==> src/rtl/modram_pkg.sv <==
package modram_pkg;
  typedef enum logic [1:0] {
    ACC_IDLE,
    ACC_LIN,
    ACC_MOD,
    ACC_ERR
  } acc_kind_e;
endpackage

==> src/rtl/modram_cfg.sv <==
module modram_cfg #(
  parameter int SEG_WORDS = 512,
  parameter int NUM_SEG   = 12,
  parameter int CFG_W     = 4,
  parameter int SW        = 13
) (
  input  logic             clk_i,
  input  logic             rst_ni,
  input  logic             we_i,
  input  logic [CFG_W-1:0] val_i,
  output logic [SW-1:0]    size_o
);
  localparam logic [CFG_W-1:0] CfgMax = CFG_W'(NUM_SEG);

  logic [CFG_W-1:0] cfg_q, cfg_d;

  always_comb cfg_d = (val_i > CfgMax) ? CfgMax : val_i;

  always_ff @(posedge clk_i or negedge rst_ni) begin
    if (!rst_ni)   cfg_q <= CfgMax;
    else if (we_i) cfg_q <= cfg_d;
  end

  assign size_o = SW'(cfg_q) * SW'(SEG_WORDS);
endmodule

==> src/rtl/modram_ptr.sv <==
module modram_ptr #(
  parameter int SW = 13
) (
  input  logic          clk_i,
  input  logic          rst_ni,
  input  logic          clr_i,
  input  logic          step_i,
  input  logic [SW-1:0] size_i,
  output logic [SW-1:0] ofs_o
);
  logic [SW-1:0] ofs_q;

  // write wins over frame step
  always_ff @(posedge clk_i or negedge rst_ni) begin
    if (!rst_ni)                        ofs_q <= '0;
    else if (clr_i)                     ofs_q <= '0;
    else if (step_i && size_i != '0)    ofs_q <= (ofs_q == '0) ? size_i - 1'b1 : ofs_q - 1'b1;
  end

  assign ofs_o = ofs_q;
endmodule

==> src/rtl/modram_map.sv <==
module modram_map
  import modram_pkg::*;
#(
  parameter int AW    = 13,
  parameter int SW    = 13,
  parameter int TOTAL = 6144
) (
  input  logic          clk_i,
  input  logic          rst_ni,
  input  logic          vld_i,
  input  logic          mod_i,
  input  logic [AW-1:0] base_i,
  input  logic [SW-1:0] ofs_i,
  input  logic [SW-1:0] size_i,
  output logic          vld_o,
  output logic [AW-1:0] addr_o,
  output logic          err_o
);
  logic [SW:0] base_x, sum, wrap, size_x;
  acc_kind_e   kind;

  always_comb begin
    base_x = (SW+1)'(base_i);
    size_x = {1'b0, size_i};
    sum    = base_x + {1'b0, ofs_i};
    wrap   = (sum >= size_x) ? sum - size_x : sum;
    if (!vld_i)                          kind = ACC_IDLE;
    else if (base_x >= (SW+1)'(TOTAL))   kind = ACC_ERR;
    else if (mod_i && size_i != '0)      kind = (base_x >= size_x) ? ACC_ERR : ACC_MOD;
    else                                 kind = ACC_LIN;
  end

  always_ff @(posedge clk_i or negedge rst_ni) begin
    if (!rst_ni) begin
      vld_o  <= 1'b0;
      addr_o <= '0;
      err_o  <= 1'b0;
    end else begin
      unique case (kind)
        ACC_IDLE: begin vld_o <= 1'b0; addr_o <= '0;         err_o <= 1'b0; end
        ACC_LIN:  begin vld_o <= 1'b1; addr_o <= base_i;     err_o <= 1'b0; end
        ACC_MOD:  begin vld_o <= 1'b1; addr_o <= AW'(wrap);  err_o <= 1'b0; end
        default:  begin vld_o <= 1'b1; addr_o <= base_i;     err_o <= 1'b1; end
      endcase
    end
  end
endmodule

==> src/rtl/modram_agen.sv <==
module modram_agen #(
  parameter int SEG_WORDS = 512,
  parameter int NUM_SEG   = 12,
  localparam int TOTAL    = SEG_WORDS * NUM_SEG,
  localparam int AW       = $clog2(TOTAL),
  localparam int SW       = $clog2(TOTAL + 1),
  localparam int CFG_W    = $clog2(NUM_SEG + 1)
) (
  input  logic             clk_i,
  input  logic             rst_ni,
  input  logic             cfg_we_i,
  input  logic [CFG_W-1:0] cfg_val_i,
  input  logic             frame_i,
  input  logic             acc_vld_i,
  input  logic             acc_mod_i,
  input  logic [AW-1:0]    acc_base_i,
  output logic             addr_vld_o,
  output logic [AW-1:0]    addr_o,
  output logic             err_o
);
  logic [SW-1:0] size;
  logic [SW-1:0] ofs;

  modram_cfg #(
    .SEG_WORDS(SEG_WORDS), .NUM_SEG(NUM_SEG), .CFG_W(CFG_W), .SW(SW)
  ) u_cfg (
    .clk_i, .rst_ni, .we_i(cfg_we_i), .val_i(cfg_val_i), .size_o(size)
  );

  modram_ptr #(.SW(SW)) u_ptr (
    .clk_i, .rst_ni, .clr_i(cfg_we_i), .step_i(frame_i), .size_i(size), .ofs_o(ofs)
  );

  modram_map #(.AW(AW), .SW(SW), .TOTAL(TOTAL)) u_map (
    .clk_i, .rst_ni,
    .vld_i(acc_vld_i), .mod_i(acc_mod_i), .base_i(acc_base_i),
    .ofs_i(ofs), .size_i(size),
    .vld_o(addr_vld_o), .addr_o(addr_o), .err_o(err_o)
  );
endmodule

==> config.mk <==
export PLATFORM = sky130hd
export DESIGN_NAME = modram_agen
export DESIGN_NICKNAME = d
export VERILOG_FILES = /design/src/rtl/modram_pkg.sv /design/src/rtl/modram_cfg.sv /design/src/rtl/modram_ptr.sv /design/src/rtl/modram_map.sv /design/src/rtl/modram_agen.sv
export SDC_FILE = /design/constraint.sdc
export NUM_CORES = 1
export LEC_CHECK = 0
export BUFFER_PORTS_ARGS = -buffer_cell sky130_fd_sc_hd__buf_4
export CAP_MARGIN = 10
export CORE_MARGIN = 2
export CORE_UTILIZATION = 40
export DETAILED_ROUTE_END_ITERATION = 8
export GPL_TIMING_DRIVEN = 0
export PLACE_DENSITY = 0.65
export SLEW_MARGIN = 30
export SYNTH_ARGS = -nofsm -noshare
export SYNTH_HDL_FRONTEND = slang
export SYNTH_SLANG_ARGS = --single-unit
export TNS_END_PERCENT = 30
==> constraint.sdc <==
create_clock -name clk_i -period 11.9 [get_ports clk_i]
set_input_delay 1.785 -clock clk_i [delete_from_list [all_inputs] [get_ports clk_i]]
set_output_delay 1.785 -clock clk_i [all_outputs]
set_load 0.05 [all_outputs]
# Word-level counts from Yosys, hierarchy flattened
# Index checks and enable logic that the tools add are counted.
[word_totals] regBits=32 out_inout_bits=15 elab_cells=34
[op_classes] n_addsub=4 order_cmp=4 eq_ne=2 mux=12 reduce_logical=7
[op_table] cell="$mux W13" count=4
[op_table] cell="$pmux W13 S2" count=1
[op_table] cell="$sub A13 B1 Y13 const B" count=2
[op_table] cell="$add A13 B13 Y14" count=1
[op_table] cell="$ge A14 B13 Y1" count=1
[op_table] cell="$ge A13 B13 Y1" count=1
[op_table] cell="$ge A13 B13 Y1 const B" count=1
[op_table] cell="$logic_not A13 Y1" count=1
[op_table] cell="$reduce_bool A13 Y1" count=1
[op_table] cell="$sub A13 B13 Y13" count=1
[op_table] cell="$mux W2" count=3
[op_table] cell="$gt A4 B4 Y1 const B" count=1
[op_table] cell="$mux W4" count=1
[op_table] cell="$mux W1" count=3
[op_table] cell="$reduce_or A3 Y1" count=1
[op_table] cell="$eq A2 B1 Y1 const B" count=1
[op_table] cell="$eq A2 B2 Y1 const B" count=1
[op_table] cell="$logic_and A1 B1 Y1" count=2
[op_table] cell="$logic_not A2 Y1" count=1
[op_table] cell="$reduce_bool A2 Y1" count=1

# Longest topological paths before layout
# Gate-level depths: netlist (run 1).
[depth] ltp_word=8 depth_mapped=15 mapped_depth_nobuf=15

# By module
# From an unflattened synthesis (run 1), not the netlist that was laid out.
[unflattened] hier_cells=448 hier_area_um2=3746.1
[modules_own_cells] mod="modram_map" instances=1 cells_per_inst=282 area_per_inst_um2=2322.2 seq_area_each_um2=375.4
[modules_own_cells] mod="modram_ptr" instances=1 cells_per_inst=143 area_per_inst_um2=1193.6 seq_area_each_um2=325.3
[modules_own_cells] mod="modram_cfg" instances=1 cells_per_inst=23 area_per_inst_um2=230.2 seq_area_each_um2=102.6

# Worst setup path before layout (run 1)
# OpenSTA, ideal clock, no wires.
[synth_path] kind="input-to-reg" from="in acc_base_i[0]" to="reg u_map.addr_o[12]" t_arrival_ps=5101 required_time_ps=11774 slack_ps=6673 path_stages=14 n_path_buf=0 path_cell_list="ha_1 > fa_1 > a21o_1 > a221oi_4 > a211oi_1 > mux2i_1 > a2111o_1 > ha_1 > nor4bb_1 > nand4_1 > nor3_1 > nand4bb_4 > and2_4 > o311a_1"
[synth_between] elab_chain_cells=7 word_cells_on_any_way=13 classes_between="add/sub (2); order compare (3); eq/ne (1); mux (6); reduce/logical (1)"
[synth_lines] item="start, declared" line="modram_agen.sv:16" rtl="input logic [AW-1:0] acc_base_i,"
[synth_lines] item="parallel branches: the longest is 6 deep, another holds $add A13 B13 Y14"
[synth_lines] item="$pmux W13 S2 (*)" line="modram_map.sv:39" rtl="unique case (kind)"
[synth_lines] item="end signal, assigned" line="modram_map.sv:40" rtl="ACC_IDLE: begin vld_o <= 1'b0; addr_o <= '0; err_o <= 1'b0; end"
[synth_lines] item="end signal, assigned" line="modram_map.sv:41" rtl="ACC_LIN: begin vld_o <= 1'b1; addr_o <= base_i; err_o <= 1'b0; end"
[synth_lines] item="end signal, assigned" line="modram_map.sv:42" rtl="ACC_MOD: begin vld_o <= 1'b1; addr_o <= AW'(wrap); err_o <= 1'b0; end"
[synth_lines] item="end, declared" line="modram_map.sv:16" rtl="output logic [AW-1:0] addr_o,"
# Every way passes the cells marked *.
# A chain may end at the register's enable or synchronous reset.

# Worst setup path in the final report (run 1)
# Ends and elaborated chain as after synthesis.

==> results of run 1 <==
-- cell type report --
cell class	count	area (um2)	area share, %
Buffer	7	35.0	1.19
Clock buffer	6	82.6	2.80
Clock inverter	2	10.0	0.339
Inverter	12	45.0	1.52
Multi-Input combinational cell	228	1610	54.4
Sequential cell	32	803	27.2
Tap cell	75	93.8	3.18
Timing Repair Buffer	37	278	9.40
-- power by group --
part	internal, uW	total (uW)	switching, uW
clock	46.1	87.2	41.1
combinational	99.8	236	136
sequential	124	139	15.0
-- Yosys cell counts, types with 3 or more instances --
library cell,count
a211oi_1,6
a21o_1,4
a21oi_1,24
a311oi_1,4
and3_1,3
clkbuf_1,5
dfrtp_1,30
ha_1,24
inv_1,12
mux2i_1,5
nand2_1,30
nand2b_1,4
nand3_1,7
nand4_1,3
nor2_1,26
nor2b_1,4
nor3_1,10
o21ai_0,17
or3_1,4
xnor2_1,7
xor2_1,5
-- routing by layer --
| metal | up-vias | share of wire [%] | track usage [%] |
|---|---|---|---|
| met5 | - | 0 | 0 |
| met3 | 10 | 3.6 | 3.18 |
| met2 | 46 | 48 | 30.3 |
| met1 | 1037 | 47 | 22.8 |
| met4 | 0 | 1.7 | 5.22 |
| li1 | 1124 | - | - |
-- flip-flops by register name, summed over array words and instances, names as in the netlist --
| name | cells |
|---|---|
| u_map.addr_o | 13 |
| u_ptr.ofs_o | 13 |
| u_cfg.cfg_q | 4 |
| u_map.err_o | 1 |
| u_map.vld_o | 1 |
-- through the flow --
stage	cells	cell area [um2]
5_1_grt	399	2950
3_3_place_gp	391	2860
4_1_cts	399	2950
6_report	399	2950
3_5_place_dp	391	2860
2_1_floorplan	279	2490
-- cells by family (layout without fill, tap and decap cells) --
logic type,after synthesis,in the layout,share of synthesized area (%)
xor gates and xnor gates,12,12,4.22
AOI/OAI and AO/OA,76,76,21.3
adders and majority gates,26,26,13.7
buffers and inverters,19,64,3.22
DFF,32,32,32.3
muxes,5,5,2.01
and+or+nand+nor,109,109,23.3
-- path summary, 6_finish.rpt --
path | startpoint | end | slack, ns | cells past startpoint
max | acc_base_i[0] | u_map.addr_o[12] | 6.40 | 15
min | u_ptr.ofs_o[7] | u_ptr.ofs_o[7] | 0.56 | 1
max reg2reg | u_ptr.ofs_o[0] | u_map.addr_o[12] | 7.58 | 14
min reg2reg | u_ptr.ofs_o[7] | u_ptr.ofs_o[7] | 0.56 | 1
max in group asynchronous | rst_ni | u_cfg.cfg_q[3] | 10.14 | 1
min in group asynchronous | rst_ni | u_map.addr_o[5] | 1.43 | 1
==> flow_summary.json, run 1 <==
{
  "grtUsageTotal_pct": 17.7,
  "grt_pass1_vias": 2116,
  "hpwlAfterDp_mm": 4.77,
  "cts_resized": 0,
  "syn_area_per_cell_um2": 8.92,
  "antenna_left": 0,
  "crit_type": "in2reg",
  "cts_tree": "built",
  "drive_above_1_share_pct": 18.5,
  "final_cell_mix": "37 x buf_4, 30 x nand2_1, 30 x dfrtp_1",
  "final.setup.tns_ns": 0,
  "status": "finished, final reports clean",
  "dr.pass1.iters": 4,
  "synth.area.top_cells": "dfrtp_1 30%, ha_1 12%, a21oi_1 4.8%",
  "io_pins": 38,
  "post_cts_buffers": 0,
  "cp_num_buf_inv": 1,
  "cts_buffers": 5,
  "synth_cell_type_count": 55,
  "hp-class": "reg2reg",
  "synth_top_area_share_pct": 30.2,
  "crit_path_end_kind": "flop",
  "p_leak_uw": 0.00137,
  "synth_edf_count": 0,
  "clkTransAtPathRegs_ns": 0.07,
  "gp_congestion": 0.847,
  "synth_top_cell_by_area": "dfrtp_1",
  "wirelength_mm": 6.01,
  "root_buffer": "clkbuf_8",
  "finalHoldViolCount": 0,
  "first_iter_violations": 133,
  "setup_viol": 0,
  "grt_max_degree": 33,
  "fp.dieH_um": 82.9,
  "hold_ws_ns": 0.556,
  "port_buffers": 37,
  "slowest_delay_ns": 0.43,
  "cp_max_fo": 6,
  "core_mm2": 0.00596,
  "layout_commonest_cell": "buf_4",
  "clock_latency_ns": 0.28,
  "startpoint_type": "input pin",
  "synthCells": 279,
  "yosysSeqAreaShare_pct": 32.3,
  "wl_per_cell_um": 15.1,
  "num_vias": 2217,
  "syn-num-nets": 328,
  "ctsHoldBuffers": 0,
  "clockBufferDepth": 2,
  "initial_core_util_pct": 41.8,
  "nets": 372,
  "dp_slack_ns": 6.14,
  "rsz0062_at_grt": "no",
  "drt-vias-per-instance": 5.56,
  "final.min_clock_period_ns": 5.50,
  "synth.yosys.warnings": 0,
  "ir_drop_uv": 59.0,
  "area_delta_synth_final_pct": 18.6,
  "worst_pin_slew_ns": 0.541,
  "nFillCells": 594,
  "p_total_uw": 462,
  "grt_pass1_wl_mm": 10.0,
  "cp_top_family": "compound AO/OA/AOI/OAI gates",
  "fmax_mhz": 182,
  "critPathRequiredTime_ns": 12.07,
  "drc_errors": 0,
  "synth-seq-cells": 32,
  "diodes": 0,
  "period_share_pct": 46.2,
  "die_w_um": 82.9,
  "synth_area_mm2": 0.00249,
  "slew_headroom_pct": 63.9,
  "rows": 28,
  "die_area_mm2": 0.00687,
  "fin_skew_ns": 0.00481,
  "async_reset_ff_share_pct": 100,
  "post-route-util_pct": 49.6,
  "crit_top_cell": "ha_1",
  "pwr_density_cell_mw_per_mm2": 156,
  "antenna_found_initial": 0,
  "overflow": 0,
  "htreeDepth": 2,
  "slew_viol_final": 0,
  "cpMaxStageDelayCell": "a2111o_1",
  "ys.flop_type": "dfrtp_1",
  "clock-sinks": 32,
  "crit_chain": "buf_4 > ha_1 > fa_1 > a21o_1 > a221oi_4 > a211oi_1 > mux2i_1 > a2111o_1 > ha_1 > nor4bb_1 > nand4_1 > nor3_1 > nand4bb_4 > and2_4 > o311a_1",
  "crit_arrival_ns": 5.66,
  "max_cap_violations": 0,
  "worst_slack_ns": 6.40
}
Note: power is estimated with default switching activity, not from simulation.
==> run 2, diff against run 1 <==
--- a/config.mk
+++ b/config.mk
@@ -11,7 +11,7 @@
 export CORE_UTILIZATION = 40
 export DETAILED_ROUTE_END_ITERATION = 8
 export GPL_TIMING_DRIVEN = 0
-export PLACE_DENSITY = 0.65
+export PLACE_DENSITY = 0.67
 export SLEW_MARGIN = 30
 export SYNTH_ARGS = -nofsm -noshare
 export SYNTH_HDL_FRONTEND = slang
==> constraint.sdc (replaced) <==
create_clock -name clk_i -period 4.9 [get_ports clk_i]
set_input_delay 0.735 -clock clk_i [delete_from_list [all_inputs] [get_ports clk_i]]
set_output_delay 0.735 -clock clk_i [all_outputs]
set_load 0.05 [all_outputs]
==> flow_summary.json, run 2 (synthesis results as in run 1) <==
{
  "hold_ws_ns": 0.379,
  "startpoint_type": "input pin",
  "num_vias": 2222,
  "fin_skew_ns": 0.00603,
  "nets": 372,
  "root_buffer": "clkbuf_8",
  "fp.dieH_um": 82.9,
  "post_cts_buffers": 0,
  "clock_latency_ns": 0.29,
  "drc_errors": 0,
  "die_w_um": 82.9,
  "cts_tree": "built",
  "rsz0062_at_grt": "no",
  "status": "finished, final reports clean",
  "cts_buffers": 5,
  "final.min_clock_period_ns": 4.46,
  "worst_pin_slew_ns": 0.516,
  "pwr_density_cell_mw_per_mm2": 381,
  "grtUsageTotal_pct": 18.0,
  "wirelength_mm": 6.04,
  "placed_cell_area_mm2": 0.00286,
  "cts_resized": 0,
  "first_iter_violations": 76,
  "final.setup.tns_ns": 0,
  "ff2ff_path_depth": 14,
  "p_leak_uw": 0.00137,
  "post-route-util_pct": 49.6,
  "htreeDepth": 2,
  "crit_start": "acc_base_i[0]",
  "final_cells": 399,
  "antenna_left": 0,
  "grt_max_degree": 33,
  "dr.pass1.iters": 4,
  "crit_path_end": "u_map.addr_o[12]",
  "crit_arrival_ns": 4.63,
  "regToRegSetupSlack_ns": 0.57,
  "ctsHoldBuffers": 0,
  "stdcell_area_mm2": 0.00295,
  "placed_cells": 391,
  "rows": 28,
  "drive_above_1_share_pct": 17.9,
  "cp_max_fo": 6,
  "slew_headroom_pct": 65.3,
  "clock-sinks": 32,
  "overflow": 0,
  "slew_viol_final": 0,
  "grt_pass1_vias": 2204,
  "initial_core_util_pct": 41.8,
  "diodes": 0,
  "crit_path_end_kind": "flop",
  "port_buffers": 37,
  "timing.rr.start": "u_ptr.ofs_o[0]",
  "crit_type": "in2reg",
  "clockBufferDepth": 2,
  "period_share_pct": 91.0,
  "ir_drop_uv": 137,
  "area_delta_synth_final_pct": 18.5,
  "gp_congestion": 0.842,
  "layout_commonest_cell": "buf_4",
  "setup_viol": 0,
  "nFillCells": 603,
  "die_area_mm2": 0.00687,
  "io_pins": 38,
  "antenna_found_initial": 0,
  "fmax_mhz": 224,
  "final_cell_mix": "37 x buf_4, 30 x nand2_1, 30 x dfrtp_1",
  "critPathRequiredTime_ns": 5.07,
  "drt-vias-per-instance": 5.57,
  "clkTransAtPathRegs_ns": 0.07,
  "r2r_end": "u_map.addr_o[12]",
  "hp-class": "in2async",
  "hpwlAfterDp_mm": 4.77,
  "max_cap_violations": 0,
  "grt_pass1_wl_mm": 10.2,
  "finalHoldViolCount": 0,
  "wl_per_cell_um": 15.1,
  "core_mm2": 0.00596
}
==> run 2: per-stage QoR <==
step | total power (uW) | setup slack [ns]
after floorplan | 773 | 0.723
after global placement | 898 | 0.178
after detailed placement | 912 | 0.175
after CTS | 1130 | 0.466
after global routing | 1210 | 0.262
final | 1130 | 0.439
==> run 2: layout make-up <==
class,count,area [um2],share of cell area (%)
buffer,7,35.0,1.19
clock buffer,8,90.1,3.05
inverter,12,45.0,1.53
multi-input combinational,228,1610,54.4
sequential,32,803,27.2
tap,75,93.8,3.18
timing repair buffer,37,278,9.41
==> run 2: worst min path at each step <==
stage	startpoint	cells after the start	to	slack (ns)
floorplan	rst_ni	0	u_cfg.cfg_q[0]	0.44
global placement	u_ptr.ofs_o[7]	1	u_ptr.ofs_o[7]	0.52
detailed placement	u_ptr.ofs_o[7]	1	u_ptr.ofs_o[7]	0.53
CTS	rst_ni	1	u_cfg.cfg_q[1]	0.39
global route	rst_ni	1	u_cfg.cfg_q[1]	0.40
finish	rst_ni	1	u_cfg.cfg_q[1]	0.38
==> run 2: report_power, final <==
group          leakage (uW)  internal [uW]  total, uW  switching [uW]
Sequential         0.000413            300        337            36.7
Combinational      0.000908            243        577             334
Clock             0.0000455            114        212            97.2
Total               0.00137            658       1130             468
==> run 2: worst max-delay path, cell delays in order <==
cell	delay, ns
buf_4	0.13
ha_1	0.22
fa_1	0.40
a21o_1	0.22
a221oi_4	0.32
a211oi_1	0.17
mux2i_1	0.15
a2111o_1	0.44
ha_1	0.35
nor4bb_1	0.27
nand4_1	0.15
nor3_1	0.34
nand4bb_4	0.19
and2_4	0.21
o311a_1	0.33
==> run 2: routing by layer <==
layer | wire length (um) | GRT usage [%] | vias to the layer above
met1 | 2780 | 23.3 | 1037
met4 | 168 | 7.45 | 0
met3 | 225 | 2.88 | 16
li1 | - | - | 1123
met5 | 0 | 0 | -
met2 | 2860 | 29.8 | 46
